File: src/rtl/wcs_pkg.sv
// Package: shared parameters for the write completion status reporter.
// Assumes: data bytes are 8 bits wide with two status bit positions in them.
package wcs_pkg;
    localparam int unsigned WCS_DATA_W     = 8;
    localparam int unsigned WCS_POLL_BIT   = 7;
    localparam int unsigned WCS_TOGGLE_BIT = 6;

    // Selects what a bit of the busy-time word carries.
    typedef enum logic [1:0] {
        SRC_ZERO   = 2'd0,
        SRC_POLL   = 2'd1,
        SRC_TOGGLE = 2'd2
    } bit_src_e;

    // Source of bit position idx in the status word.
    function automatic bit_src_e bit_source(input int unsigned idx,
                                            input int unsigned poll_bit,
                                            input int unsigned tgl_bit);
        if (idx == poll_bit)     return SRC_POLL;
        else if (idx == tgl_bit) return SRC_TOGGLE;
        else                     return SRC_ZERO;
    endfunction
endpackage

File: src/rtl/wcs_toggle.sv
// Module: wcs_toggle
// Holds the alternating status bit. It flips once for each read strobe that
// arrives while busy is high and keeps its value otherwise, including across
// idle reads. Assumes rd_stb is a one-cycle pulse per read.
module wcs_toggle (
    input  logic clk,
    input  logic rst_n,
    input  logic rd_stb,
    input  logic busy,
    output logic tgl
);
    logic flip;

    // Purpose: a busy-time read is the only event that advances the bit.
    always_comb flip = rd_stb & busy;

    // Purpose: state register, cleared by reset, inverted on each flip.
    always_ff @(posedge clk) begin
        if (!rst_n)    tgl <= 1'b0;
        else if (flip) tgl <= ~tgl;
    end


    tgl_flip_chk: assert property (@(posedge clk) disable iff (!rst_n)
        (rd_stb && busy) |=> (tgl != $past(tgl)));

    tgl_hold_chk: assert property (@(posedge clk) disable iff (!rst_n)
        !(rd_stb && busy) |=> $stable(tgl));
endmodule

File: src/rtl/wcs_status_word.sv
// Module: wcs_status_word
// Builds the word returned during a programming cycle: the poll bit is the
// inverse of the same bit of the last written byte, the toggle bit carries
// the alternating state, every other bit is zero. Purely combinational.
module wcs_status_word #(
    parameter int unsigned DATA_W     = wcs_pkg::WCS_DATA_W,
    parameter int unsigned POLL_BIT   = wcs_pkg::WCS_POLL_BIT,
    parameter int unsigned TOGGLE_BIT = wcs_pkg::WCS_TOGGLE_BIT
) (
    input  logic [DATA_W-1:0] last_byte,
    input  logic              tgl,
    output logic [DATA_W-1:0] status
);
    import wcs_pkg::*;

    // One selector per bit, chosen at elaboration.
    for (genvar i = 0; i < DATA_W; i++) begin : g_bit
        localparam bit_src_e SRC = bit_source(i, POLL_BIT, TOGGLE_BIT);
        if (SRC == SRC_POLL) begin : g_poll
            // Purpose: inverted copy of the written bit.
            always_comb status[i] = ~last_byte[i];
        end else if (SRC == SRC_TOGGLE) begin : g_tgl
            // Purpose: alternating state.
            always_comb status[i] = tgl;
        end else begin : g_zero
            // Purpose: unused positions read as zero.
            always_comb status[i] = 1'b0;
        end
    end
endmodule

File: src/rtl/wcs_read_reg.sv
// Module: wcs_read_reg
// Output register of the read path. On a strobe it captures either the
// status word (busy high) or the array data (busy low); without a strobe it
// holds. Assumes busy is sampled in the strobe cycle itself.
module wcs_read_reg #(
    parameter int unsigned DATA_W = wcs_pkg::WCS_DATA_W
) (
    input  logic              clk,
    input  logic              rst_n,
    input  logic              rd_stb,
    input  logic              busy,
    input  logic [DATA_W-1:0] status,
    input  logic [DATA_W-1:0] arr_data,
    output logic [DATA_W-1:0] rd_q
);
    logic [DATA_W-1:0] sel;

    // Purpose: pick the source for this read.
    always_comb sel = busy ? status : arr_data;

    // Purpose: capture the selected byte on a read, hold otherwise.
    always_ff @(posedge clk) begin
        if (!rst_n)      rd_q <= '0;
        else if (rd_stb) rd_q <= sel;
    end


    rd_hold_chk: assert property (@(posedge clk) disable iff (!rst_n)
        !rd_stb |=> $stable(rd_q));
endmodule

File: src/rtl/write_status_reporter.sv
// Module: write_status_reporter (top)
// Read-path status reporter for a self-timed memory. While busy, reads
// return a status word (inverted poll bit, alternating toggle bit, zeros);
// when idle, reads return array data. Result is registered, one edge after
// the strobe. Assumes rd_stb is a single-cycle request.
module write_status_reporter #(
    parameter int unsigned DATA_W     = wcs_pkg::WCS_DATA_W,
    parameter int unsigned POLL_BIT   = wcs_pkg::WCS_POLL_BIT,
    parameter int unsigned TOGGLE_BIT = wcs_pkg::WCS_TOGGLE_BIT
) (
    input  logic              clk,
    input  logic              rst_n,
    input  logic              rd_stb,
    input  logic              busy,
    input  logic [DATA_W-1:0] last_byte,
    input  logic [DATA_W-1:0] arr_data,
    output logic [DATA_W-1:0] rd_data
);
    localparam logic [DATA_W-1:0] STATUS_MASK =
        (DATA_W'(1) << POLL_BIT) | (DATA_W'(1) << TOGGLE_BIT);

    logic              tgl;
    logic [DATA_W-1:0] status;

    wcs_toggle u_tgl (
        .clk    (clk),
        .rst_n  (rst_n),
        .rd_stb (rd_stb),
        .busy   (busy),
        .tgl    (tgl)
    );

    wcs_status_word #(
        .DATA_W     (DATA_W),
        .POLL_BIT   (POLL_BIT),
        .TOGGLE_BIT (TOGGLE_BIT)
    ) u_word (
        .last_byte (last_byte),
        .tgl       (tgl),
        .status    (status)
    );

    wcs_read_reg #(.DATA_W(DATA_W)) u_rd (
        .clk      (clk),
        .rst_n    (rst_n),
        .rd_stb   (rd_stb),
        .busy     (busy),
        .status   (status),
        .arr_data (arr_data),
        .rd_q     (rd_data)
    );


    poll_inv_chk: assert property (@(posedge clk) disable iff (!rst_n)
        (rd_stb && busy) |=> (rd_data[POLL_BIT] == !$past(last_byte[POLL_BIT])));

    low_zero_chk: assert property (@(posedge clk) disable iff (!rst_n)
        (rd_stb && busy) |=> ((rd_data & ~STATUS_MASK) == '0));

    idle_data_chk: assert property (@(posedge clk) disable iff (!rst_n)
        (rd_stb && !busy) |=> (rd_data == $past(arr_data)));

    tgl_out_chk: assert property (@(posedge clk) disable iff (!rst_n)
        (rd_stb && busy) |=> (rd_data[TOGGLE_BIT] == $past(tgl)));
endmodule

File: config.mk
export PLATFORM = sky130hd
export DESIGN_NAME = write_status_reporter
export DESIGN_NICKNAME = d
export VERILOG_FILES = /design/src/rtl/wcs_pkg.sv /design/src/rtl/wcs_toggle.sv /design/src/rtl/wcs_status_word.sv /design/src/rtl/wcs_read_reg.sv /design/src/rtl/write_status_reporter.sv
export SDC_FILE = /design/constraint.sdc
export NUM_CORES = 1
export LEC_CHECK = 0
export BUFFER_PORTS_ARGS = -buffer_cell sky130_fd_sc_hd__buf_4
export CORE_AREA = 2 2 39 41
export DETAILED_ROUTE_END_ITERATION = 7
export DIE_AREA = 0 0 41 43
export GPL_TIMING_DRIVEN = 0
export SLEW_MARGIN = 5
export SYNTH_ARGS = -nofsm -noshare
export SYNTH_HDL_FRONTEND = slang
export SYNTH_SLANG_ARGS = --single-unit
File: constraint.sdc
create_clock -name clk -period 0.8 [get_ports clk]
set_input_delay 0.08 -clock clk [delete_from_list [all_inputs] [get_ports clk]]
set_output_delay 0.08 -clock clk [all_outputs]
set_load 0.02 [all_outputs]
# --- Word level (Yosys, flattened, before mapping) ---
# Cells that the tools add are included.
word_totals:
  reg_bits: 9
  output_inout_bits: 8
  word_cells: 6
op_classes:
  n_mux: 1
  bitwise_logic: 3
op_table:
  columns: ["cell", "n"]
  rows:
  - ["2-to-1 mux 8 bit", 1]
  - ["NOT 1 bit", 2]
  - ["AND 1 bit", 1]

# --- Depth between registers and ports, before layout ---
logic_depth:
  depth_word: 2
  ltp_mapped: 4
  mapped_depth_nobuf: 2

# --- Modules after synthesis ---
# A second synthesis with hierarchy kept.
hier_totals:
  cells_unflattened: 48
  hier_area_um2: 454.2
modules_own_cells:
  columns: ["mod", "instances", "cells_per_inst", "area_per_inst_um2"]
  rows:
  - ["wcs_read_reg", 1, 34, 350.3]
  - ["wcs_status_word", 1, 9, 60.1]
  - ["wcs_toggle", 1, 5, 43.8]

# --- Worst setup path after synthesis ---
# Ideal clock, no wire load.
synth_path:
  path_kind: "register to register"
  startpoint: "reg, netlist name u_rd.rd_q[7]"
  endpoint: "reg u_rd.rd_q[7]"
  setup_ns: 0.074
  t_arrival_ns: 0.625
  required_ns: 0.726
  setup_slack_ns: 0.101
  path_stages_with_launch: 3
  path_buffers: 0
  period_less_slack_ns: 0.699
  path_cell_list: "dfxtp_1 -> o21ai_0 -> a31oi_1"
synth_rtl:
  columns: ["item", "line_no", "source"]
  rows:
  - ["to (signal assigned)", "wcs_read_reg.sv:24", "else if (rd_stb) rd_q <= sel;"]
  - ["to (decl)", "wcs_read_reg.sv:14", "output logic [DATA_W-1:0] rd_q"]

# --- Worst setup path after layout ---
layout_path:
  startpoint: "reg u_rd.rd_q[3]"
  endpoint: "out rd_data[3]"
layout_rtl:
  columns: ["item", "line_no", "source"]
  rows:
  - ["to (decl)", "write_status_reporter.sv:17", "output logic [DATA_W-1:0] rd_data"]
# No word-level cell between the ends.

==> flow_summary_export.csv <==
group,metric,value,unit
timing,achievable-frequency,1.26,GHz
layout,most-common-layout-cells,"sky130_fd_sc_hd__buf_4 (14), sky130_fd_sc_hd__buf_6 (10), sky130_fd_sc_hd__dfxtp_2 (9)",
synth,proportion_of_synthesized_chip_area_in_sequential_cells,45.0,%
grt,grt_pass1_vias,361,
layout,finish.net_count,88,
cts,root_buffer,"sky130_fd_sc_hd__clkbuf_4",
cts,cts_num_sinks,9,
timing,final.min_clock_period,0.796,ns
layout,final_common_cell,"sky130_fd_sc_hd__buf_4",
critical_path,max_stage_delay,0.32,ns
timing,final_min_period_over_clock_period,99.4,%
place,place.gp.congestion,0.658,
synth,synth.ff_latch_count,9,
cts,clk_buf_depth,2,
layout,post-route-util,47.2,%
detailed_routing,detail_route.wl_per_cell,11.7,um
timing,tns,0,ns
timing,tightest_slew,0.219,ns
layout,design_area,653,sq um
timing,fin_ws,0.00450,ns
critical_path,criticalPathCategory,"flip-flop to output pin",
critical_path,critical_path_buffers_and_inverters,1,
critical_path,crit_arrival,0.72,ns
layout,syn2layout_area_growth,63.1,%
cts,cts-buffers-inserted,3,
grt,antenna_violations_before_repair,0,
timing,worst_slew_margin,85.4,%
cts,cts_tree,"built",
floorplanning,die_height,43,um
floorplanning,die_width,41,um
power,power_density,1620,nW/um^2
place,io_buffer_count,19,
timing,clock-skew-final,0.00490,ns
flow_run,max_cap_viol_count,0,
place,placedInstanceArea,563,sq um
timing,maxSlewViolCount,0,
layout,n_antenna_cell,0,
detailed_routing,route.vias.total,383,
synth,post_synth.cell_area_avg,9.77,sq um
layout,final_cell_count_no_fill,83,
grt,grt_first_pass_wirelength,1.42,mm
place,preCtsSetupSlack,0.0771,ns
detailed_routing,wirelength,972,um
critical_path,critical-path-slowest-cell,"sky130_fd_sc_hd__dfxtp_2",
detailed_routing,first_iter_violations,3,
min_path,hp-class,"input pin to flip-flop",
layout,nFillCells,139,
detailed_routing,drt-pass1-iter-count,4,
timing,finalSetupViolations,0,
critical_path,cp_top_family,"flip-flops",
cts,clk_transition_reported_paths,0.07,ns
power,power.total,1.06,mW
cts,ctsHtreeMaxLevel,1,
critical_path,worst-path-max-fanout,2,
layout,multiInputGateArea,179,sq um
floorplanning,boundaryPins,28,
power,worst_ir_drop_vdd,0.000553,V
critical_path,worstPathCellList,"buf_6",
synth,yosysUniqueCellTypes,11,
layout,drive_gt1_share,56.7,%
detailed_routing,remaining_antenna_violation_count_after_routing,0,
floorplanning,core.rowCount,14,
grt,overall_fraction_of_global_route_tracks_in_use,12.6,%
critical_path,cp-start-kind,"flip-flop",
place,dpl.hpwl,632,um
synth,synthCells,41,
power,power.leakage,0.281,nW
layout,sequential_cell_area,191,sq um
detailed_routing,avgViaCountPerCell,4.61,
critical_path,end_kind,"output pin",
synth,mappedNetlistArea,400,sq um
timing,rsz0062_at_grt,"true",
grt,maximum_number_of_pins_on_one_net_before_global_route_repair,11,
timing,total_count_of_hold_check_failures_in_the_final_report,0,
synth,synth_nets,61,
critical_path,cp.required,0.72,ns
floorplanning,initial_utilization,28.9,%
floorplanning,die_outline_area,1760,sq um
status,run_status,"complete, no violations",
place,post-place-cells,76,
grt,grt_remaining_overflow,0,
floorplanning,area_of_the_placeable_core,1380,sq um
timing,timing.hold.ws,0.0774,ns
detailed_routing,remaining_drc_errors,0,
synth,synth.yosys.warnings,0,
cts,clock_insertion_delay_worst_skew,0.27,ns
## path summary, 6_finish.rpt
kind                              startpoint            to  slack, ns  cells after the start
worst max-delay path            u_rd.rd_q[3]    rd_data[3]      0.004                      1
worst min-delay path                   rst_n  u_rd.rd_q[6]       0.08                      3
worst max register to register     u_tgl.tgl     u_tgl.tgl       0.08                      2
worst min register to register  u_rd.rd_q[5]  u_rd.rd_q[5]       0.48                      2
## registers in the layout (all words and copies together) (netlist names)
name and cells:
u_rd.rd_q 8, u_tgl.tgl 1
## cell families after synthesis
group           Yosys count  share of synthesized area, %
compound gates           12                          16.6
mux                       1                          2.50
buf+inv                   4                          10.3
simple gates             15                          25.6
flops                     9                          45.0
## layer usage
| layer | vias to the layer above | global-route usage [%] | part of all wire (%) |
|---|---|---|---|
| met3 | 4 | 3.14 | 6.5 |
| met2 | 16 | 19.1 | 48 |
| met1 | 172 | 13.0 | 43 |
| met4 | 0 | 12.0 | 2.8 |
| li1 | 191 | - | - |
| met5 | - | 0 | 0 |
## synth_stat cells
cell,instances,area share (%)
sky130_fd_sc_hd__a21oi_1,8,10
sky130_fd_sc_hd__o21ai_0,2,2.5
sky130_fd_sc_hd__mux2i_1,1,2.5
sky130_fd_sc_hd__nand2b_1,8,13
sky130_fd_sc_hd__buf_6,2,5.6
sky130_fd_sc_hd__inv_1,1,0.94
sky130_fd_sc_hd__nand3b_1,7,13
sky130_fd_sc_hd__buf_8,1,3.7
sky130_fd_sc_hd__dfxtp_1,9,45
sky130_fd_sc_hd__a21bo_2,1,2.5
sky130_fd_sc_hd__a31oi_1,1,1.6
## final cells by class
cell class                 instances  share of cell area (%)
sequential                         9                    29.3
inverter                           1                   0.575
timing repair buffer              22                    29.9
tap                               16                    3.07
buffer                             3                    5.75
clock buffer                       4                    4.02
multi-input combinational         28                    27.4
## what timing repair did
action,4_1_cts,5_1_grt
resized for setup,16,1
buffers inserted,0,3
endpoints found under the setup margin,8,9
hold buffers,0,0
## report_power, final
| group | internal (mW) | switching [mW] |
|---|---|---|
| Combinational | 0.121 | 0.0803 |
| Clock | 0.193 | 0.175 |
| Sequential | 0.474 | 0.0142 |
Note: power is estimated with default switching activity, not from simulation.
